`config.mk`:
```
export PLATFORM = sky130hd
export DESIGN_NAME = f2i_conv
export DESIGN_NICKNAME = d
export VERILOG_FILES = /design/src/rtl/f2i_pkg.sv /design/src/rtl/f2i_classify.sv /design/src/rtl/f2i_shift.sv /design/src/rtl/f2i_sign.sv /design/src/rtl/f2i_conv.sv
export SDC_FILE = /design/constraint.sdc
export NUM_CORES = 1
export LEC_CHECK = 0
export BUFFER_PORTS_ARGS = -buffer_cell sky130_fd_sc_hd__buf_4
export CORE_MARGIN = 1
export CORE_UTILIZATION = 60
export DETAILED_ROUTE_END_ITERATION = 8
export PLACE_DENSITY = 0.81
export SYNTH_ARGS = -nofsm -noshare
export SYNTH_HDL_FRONTEND = slang
export SYNTH_SLANG_ARGS = --single-unit
```
`constraint.sdc`:
```
create_clock -name clk -period 6.5 [get_ports clk]
set_input_delay 0.65 -clock clk [delete_from_list [all_inputs] [get_ports clk]]
set_output_delay 0.65 -clock clk [all_outputs]
set_load 0.01 [all_outputs]
```
`src/rtl/f2i_pkg.sv`:
```
package f2i_pkg;
  typedef enum logic [2:0] {
    CLS_ZERO     = 3'd0,
    CLS_TINY     = 3'd1,
    CLS_NORMAL   = 3'd2,
    CLS_SPECIAL  = 3'd3,
    CLS_OVERFLOW = 3'd4
  } f2i_class_e;
endpackage

```
`src/rtl/f2i_classify.sv`:
```
module f2i_classify
  import f2i_pkg::*;
#(
  parameter int EXP_W  = 8,
  parameter int FRAC_W = 23,
  parameter int OUT_W  = 32,
  localparam int EW    = EXP_W + 2
) (
  input  logic [EXP_W-1:0]  exp_field,
  input  logic [FRAC_W-1:0] frac_field,
  output f2i_class_e        cls,
  output logic signed [EW-1:0] unb_exp
);
  localparam int BIAS  = (1 << (EXP_W - 1)) - 1;
  localparam logic [EXP_W-1:0] EXP_ALL = '1;
  localparam int LIMIT = OUT_W - 1;

  always_comb begin
    unb_exp = $signed({2'b00, exp_field}) - $signed(EW'(BIAS));
    if (exp_field == EXP_ALL)
      cls = CLS_SPECIAL;
    else if (exp_field == '0 && frac_field == '0)
      cls = CLS_ZERO;
    else if (unb_exp < 0)
      cls = CLS_TINY;
    else if (unb_exp >= $signed(EW'(LIMIT)))
      cls = CLS_OVERFLOW;
    else
      cls = CLS_NORMAL;
  end
endmodule

```
`src/rtl/f2i_shift.sv`:
```
module f2i_shift #(
  parameter int EXP_W  = 8,
  parameter int FRAC_W = 23,
  parameter int OUT_W  = 32,
  localparam int EW    = EXP_W + 2
) (
  input  logic [FRAC_W-1:0]    frac_field,
  input  logic signed [EW-1:0] unb_exp,
  output logic [OUT_W-1:0]     magnitude
);
  localparam int SIG_W  = FRAC_W + 1;
  localparam int WIDE_W = SIG_W + OUT_W;

  logic [WIDE_W-1:0] sig_wide;
  logic [WIDE_W-1:0] shifted;
  int                e_int;

  always_comb begin
    sig_wide = {{OUT_W{1'b0}}, 1'b1, frac_field};
    e_int    = int'(unb_exp);
    if (e_int < 0)
      shifted = '0;
    else if (e_int < FRAC_W)
      shifted = sig_wide >> (FRAC_W - e_int);
    else
      shifted = sig_wide << (e_int - FRAC_W);
    magnitude = shifted[OUT_W-1:0];
  end
endmodule

```
`src/rtl/f2i_sign.sv`:
```
module f2i_sign
  import f2i_pkg::*;
#(
  parameter int OUT_W = 32
) (
  input  logic             sign_bit,
  input  f2i_class_e       cls,
  input  logic [OUT_W-1:0] magnitude,
  output logic [OUT_W-1:0] result
);
  localparam logic [OUT_W-1:0] MARKER = {1'b1, {(OUT_W-1){1'b0}}};

  always_comb begin
    unique case (cls)
      CLS_SPECIAL, CLS_OVERFLOW: result = MARKER;
      CLS_NORMAL:                result = sign_bit ? (~magnitude + 1'b1) : magnitude;
      default:                   result = '0;
    endcase
  end
endmodule

```
`src/rtl/f2i_conv.sv`:
```
module f2i_conv
  import f2i_pkg::*;
#(
  parameter int EXP_W  = 8,
  parameter int FRAC_W = 23,
  parameter int OUT_W  = 32,
  localparam int IN_W  = 1 + EXP_W + FRAC_W,
  localparam int EW    = EXP_W + 2
) (
  input  logic             clk,
  input  logic             rst,
  input  logic             in_valid,
  input  logic [IN_W-1:0]  in_data,
  output logic             out_valid,
  output logic [OUT_W-1:0] out_data
);
  localparam int BIAS = (1 << (EXP_W - 1)) - 1;
  localparam logic [OUT_W-1:0] MARKER = {1'b1, {(OUT_W-1){1'b0}}};

  logic                 sign_bit;
  logic [EXP_W-1:0]     exp_field;
  logic [FRAC_W-1:0]    frac_field;
  f2i_class_e           cls;
  logic signed [EW-1:0] unb_exp;
  logic [OUT_W-1:0]     magnitude;
  logic [OUT_W-1:0]     result;

  assign sign_bit   = in_data[IN_W-1];
  assign exp_field  = in_data[IN_W-2 -: EXP_W];
  assign frac_field = in_data[FRAC_W-1:0];

  f2i_classify #(.EXP_W(EXP_W), .FRAC_W(FRAC_W), .OUT_W(OUT_W)) classify_i (
    .exp_field (exp_field),
    .frac_field(frac_field),
    .cls       (cls),
    .unb_exp   (unb_exp)
  );

  f2i_shift #(.EXP_W(EXP_W), .FRAC_W(FRAC_W), .OUT_W(OUT_W)) shift_i (
    .frac_field(frac_field),
    .unb_exp   (unb_exp),
    .magnitude (magnitude)
  );

  f2i_sign #(.OUT_W(OUT_W)) sign_i (
    .sign_bit (sign_bit),
    .cls      (cls),
    .magnitude(magnitude),
    .result   (result)
  );

  always_ff @(posedge clk) begin
    if (rst) begin
      out_valid <= 1'b0;
      out_data  <= '0;
    end else begin
      out_valid <= in_valid;
      if (in_valid)
        out_data <= result;
    end
  end

  AST_VALID_LAG: assert property (@(posedge clk) disable iff (rst)
    out_valid == $past(in_valid));
  AST_HOLD_IDLE: assert property (@(posedge clk) disable iff (rst)
    !in_valid |=> $stable(out_data));
  AST_TINY_ZERO: assert property (@(posedge clk) disable iff (rst)
    (in_valid && exp_field < EXP_W'(BIAS)) |=> out_data == '0);
  AST_SPECIAL_MARK: assert property (@(posedge clk) disable iff (rst)
    (in_valid && exp_field == '1) |=> out_data == MARKER);
  AST_OVER_MARK: assert property (@(posedge clk) disable iff (rst)
    (in_valid && exp_field != '1 && exp_field >= EXP_W'(BIAS + OUT_W - 1))
      |=> out_data == MARKER);
  AST_NEG_SIGN: assert property (@(posedge clk) disable iff (rst)
    (in_valid && sign_bit && cls == CLS_NORMAL) |=> out_data[OUT_W-1]);
  AST_POS_SIGN: assert property (@(posedge clk) disable iff (rst)
    (in_valid && !sign_bit && cls == CLS_NORMAL)
      |=> (!out_data[OUT_W-1] && out_data != '0));
endmodule

```
==> flow_metrics.py <==
metrics = {
    "sta": {
        "min_period_ns": 5.17,
        "final.setup.tns_ns": 0,
        "finalCritPeriodShare_pct": 79.5,
        "grt_setup_unrepaired": "no",
        "clock.fmax_mhz": 193,
        "fin_skew_ns": 0,
        "hold_violations": 0,
        "setup-violations-final": 0,
        "drv_slew": 0,
        "whs_ns": 0.442,
        "worst_pin_slew_ns": 0.942,
        "relSlewSlack_pct": 37.1,
        "worst_slack_ns": 1.33,
    },
    "finish": {
        "seq_area_um2": 661,
        "fin_cells": 923,
        "area_growth_pct": 8.65,
        "nFillCells": 823,
        "nNetsFinal": 829,
        "antenna_cells": 0,
        "drive_gt1_share_pct": 22.2,
        "multi_input_area_um2": 5030,
    },
    "pwr": {
        "internal_power_mw": 0.537,
        "finalPower_mw": 1.00,
        "clockPowerShare_pct": 14.4,
        "leakagePower_nw": 2.58,
        "power_switching_mw": 0.464,
        "combinationalPowerShare_pct": 64.9,
        "power_frac_seq_pct": 20.8,
        "power.density_nw_per_um2": 152,
        "swShare_pct": 46.3,
        "irDropWorstVdd_uv": 109,
    },
    "detailed_routing": {
        "drcViolationCount": 0,
        "drtAntennaViolNets": 0,
        "wirelength_mm": 20.4,
        "dr.first_iter.drc_count": 665,
        "viasPerCell": 7.06,
        "firstDrtPassIters": 5,
        "via_count": 6514,
        "routedWlPerCell_um": 22.1,
    },
    "run_status": {
        "outcome": "completed",
    },
    "cts": {
        "numCtsBuffers": 5,
        "clkSinkCount": 33,
        "clk_latency_ns": 0.29,
        "cts.repair.resized": 0,
        "postCtsHoldBufs": 0,
        "ctsRootBufferMaster": "clkbuf_8",
        "cts_tree": "yes",
        "post_cts_buffers": 0,
        "path_clk_slew_ns": 0.06,
        "cts_buffer_depth": 2,
        "h-tree-depth": 2,
    },
    "synth": {
        "yosysSeqAreaShare_pct": 10.9,
        "synth_ff_type": "dfxtp_1",
        "postSynthCellCount": 762,
        "syn-cell-area_um2": 6050,
        "synth_cell_types": 92,
        "syn-mean-instance-area_um2": 7.94,
        "async_flop_share_pct": 0,
        "yosys_warnings": 0,
        "ys_ff_latch": 33,
        "synth_edf_count": 0,
        "syn_nets": 802,
    },
    "critical_path": {
        "cp_slowest_cell": "xor2_4",
        "r2r-start": "out_data[31]",
        "worstPathRequired_ns": 6.64,
        "reg2reg_to": "out_data[31]",
        "reg2reg_depth": 4,
        "ff2ff_setup_slack_ns": 5.53,
        "endpoint_kind": "flip-flop",
        "cp_cell_sequence": "buf_4, ha_1, xor2_4, a211o_1, nand2_1, a21oi_1, o22ai_1, a22o_1, a2111oi_4, nand4_4, o41ai_2, xor2_1, o21ai_1",
        "criticalPathCategory": "in2reg",
        "crit_fanout": 27,
        "arrival_ns": 5.31,
        "worst_setup_path_start_kind": "input port",
        "critPathMaxStageDelay_ns": 0.80,
    },
    "global_routing": {
        "grt_pass1_wl_mm": 31.3,
        "grt_antenna_before_repair": 0,
        "overflow": 0,
        "grt_usage_pct": 38.9,
        "grt_max_degree": 61,
        "grt_pass1_vias": 5754,
    },
    "hold_path": {
        "hold_start": "out_data[23]",
        "hold-path-cell-count": 2,
        "whs_endpoint": "out_data[23]",
        "hold_path.class": "reg2reg",
    },
    "floorplanning": {
        "ioPinCount": 68,
        "fp-row-count": 36,
        "start_util_pct": 61.9,
        "die_w_um": 102,
        "coreArea_um2": 9770,
        "die_y_um": 102,
        "die_area_um2": 10500,
    },
    "flow_run": {
        "drv_cap": 0,
    },
    "placement": {
        "dp_slack_ns": 1.11,
        "hpwlAfterDp_mm": 15.9,
        "dp_cells": 915,
        "place.gp.congestion": 1.05,
        "numPortBuffers": 67,
    },
}
## synthesized netlist by cell type (18+ instances only)
| cell type | n | area [um^2] |
|---|---|---|
| nand2_1 | 93 | 349 |
| mux2i_1 | 60 | 601 |
| nor2_1 | 51 | 191 |
| o21ai_0 | 51 | 255 |
| dfxtp_1 | 33 | 661 |
| a21oi_1 | 28 | 140 |
| nand3_1 | 27 | 135 |
| clkbuf_1 | 25 | 93.8 |
| mux4_2 | 24 | 541 |
| mux2_2 | 21 | 236 |
| xnor2_1 | 20 | 175 |
| nor3_1 | 19 | 95.1 |
| buf_2 | 18 | 90.1 |
## flip-flops by register name, indices dropped and copies added (netlist names)
signal	count
out_valid	1
out_data	32
## critical path, delay by kind of cell
family                   cells  cell delay [ns]
adder cells (fa/ha/maj)      1             0.54
XOR/XNOR                     2             1.00
buffers and inverters        1             0.17
AND/OR/NAND/NOR              2             0.59
AO/OA/AOI/OAI                7             2.33
## worst max-delay path by stage
stage	startpoint	cells past startpoint	slack [ns]	endpoint
after detailed placement	in_data[23]	13	1.11	out_data[26]
final	in_data[23]	13	1.33	out_data[26]
after global placement	in_data[23]	13	1.23	out_data[29]
after CTS	in_data[23]	13	1.43	out_data[26]
after floorplan	in_data[23]	19	1.78	out_data[26]
after global routing	in_data[23]	13	1.08	out_data[28]
## cell usage in the layout (no fill, tap or decap), drive strengths merged, types with 12 or more instances in the layout
master  count
mux4       24
a211oi     14
nor2       52
a21oi      28
nor3       20
a22oi      13
nand3      27
mux2       23
buf        78
mux2i      60
xnor2      25
dfxtp      33
o21ai      68
xor2       12
nand2      96
## stage by stage
stage | util (%) | instance area (um^2)
after floorplan | - | 6050
after global placement | 66.4 | 6490
after detailed placement | 66.4 | 6490
after CTS | 67.2 | 6570
after global routing | 67.2 | 6570
final | 67.2 | 6570
## kinds of logic after synthesis
logic type / synth area share (%)
DFF: 10.9
adders and majority gates: 1.03
and+or+nand+nor: 22.3
AOI/OAI and AO/OA: 30.2
xor gates and xnor gates: 6.47
buffers and inverters: 5.89
muxes: 23.1
## power by group through the flow
stage	Clock [mW]	Sequential [mW]	Combinational (mW)
CTS	0.144	0.208	0.631
floorplan	0	0.214	0.473
global route	0.152	0.208	0.688
global placement	0	0.212	0.618
finish	0.144	0.208	0.650
detailed placement	0	0.212	0.627
## layout make-up
type	count	area share [%]
Clock buffer	8	1.22
Inverter	12	0.685
Multi-Input combinational cell	659	76.6
Sequential cell	33	10.1
Tap cell	133	2.53
Timing Repair Buffer	78	8.91
## metal layers
| layer | share of wire, % | GRT usage, % | up-vias |
|---|---|---|---|
| met5 | 0 | 0 | - |
| met4 | 3.3 | 15.1 | 0 |
| met3 | 8.9 | 3.49 | 60 |
| met2 | 46 | 63.7 | 426 |
| met1 | 41 | 53.0 | 3044 |
| li1 | - | - | 2984 |
No activity file was read; power rests on OpenSTA's default activity.
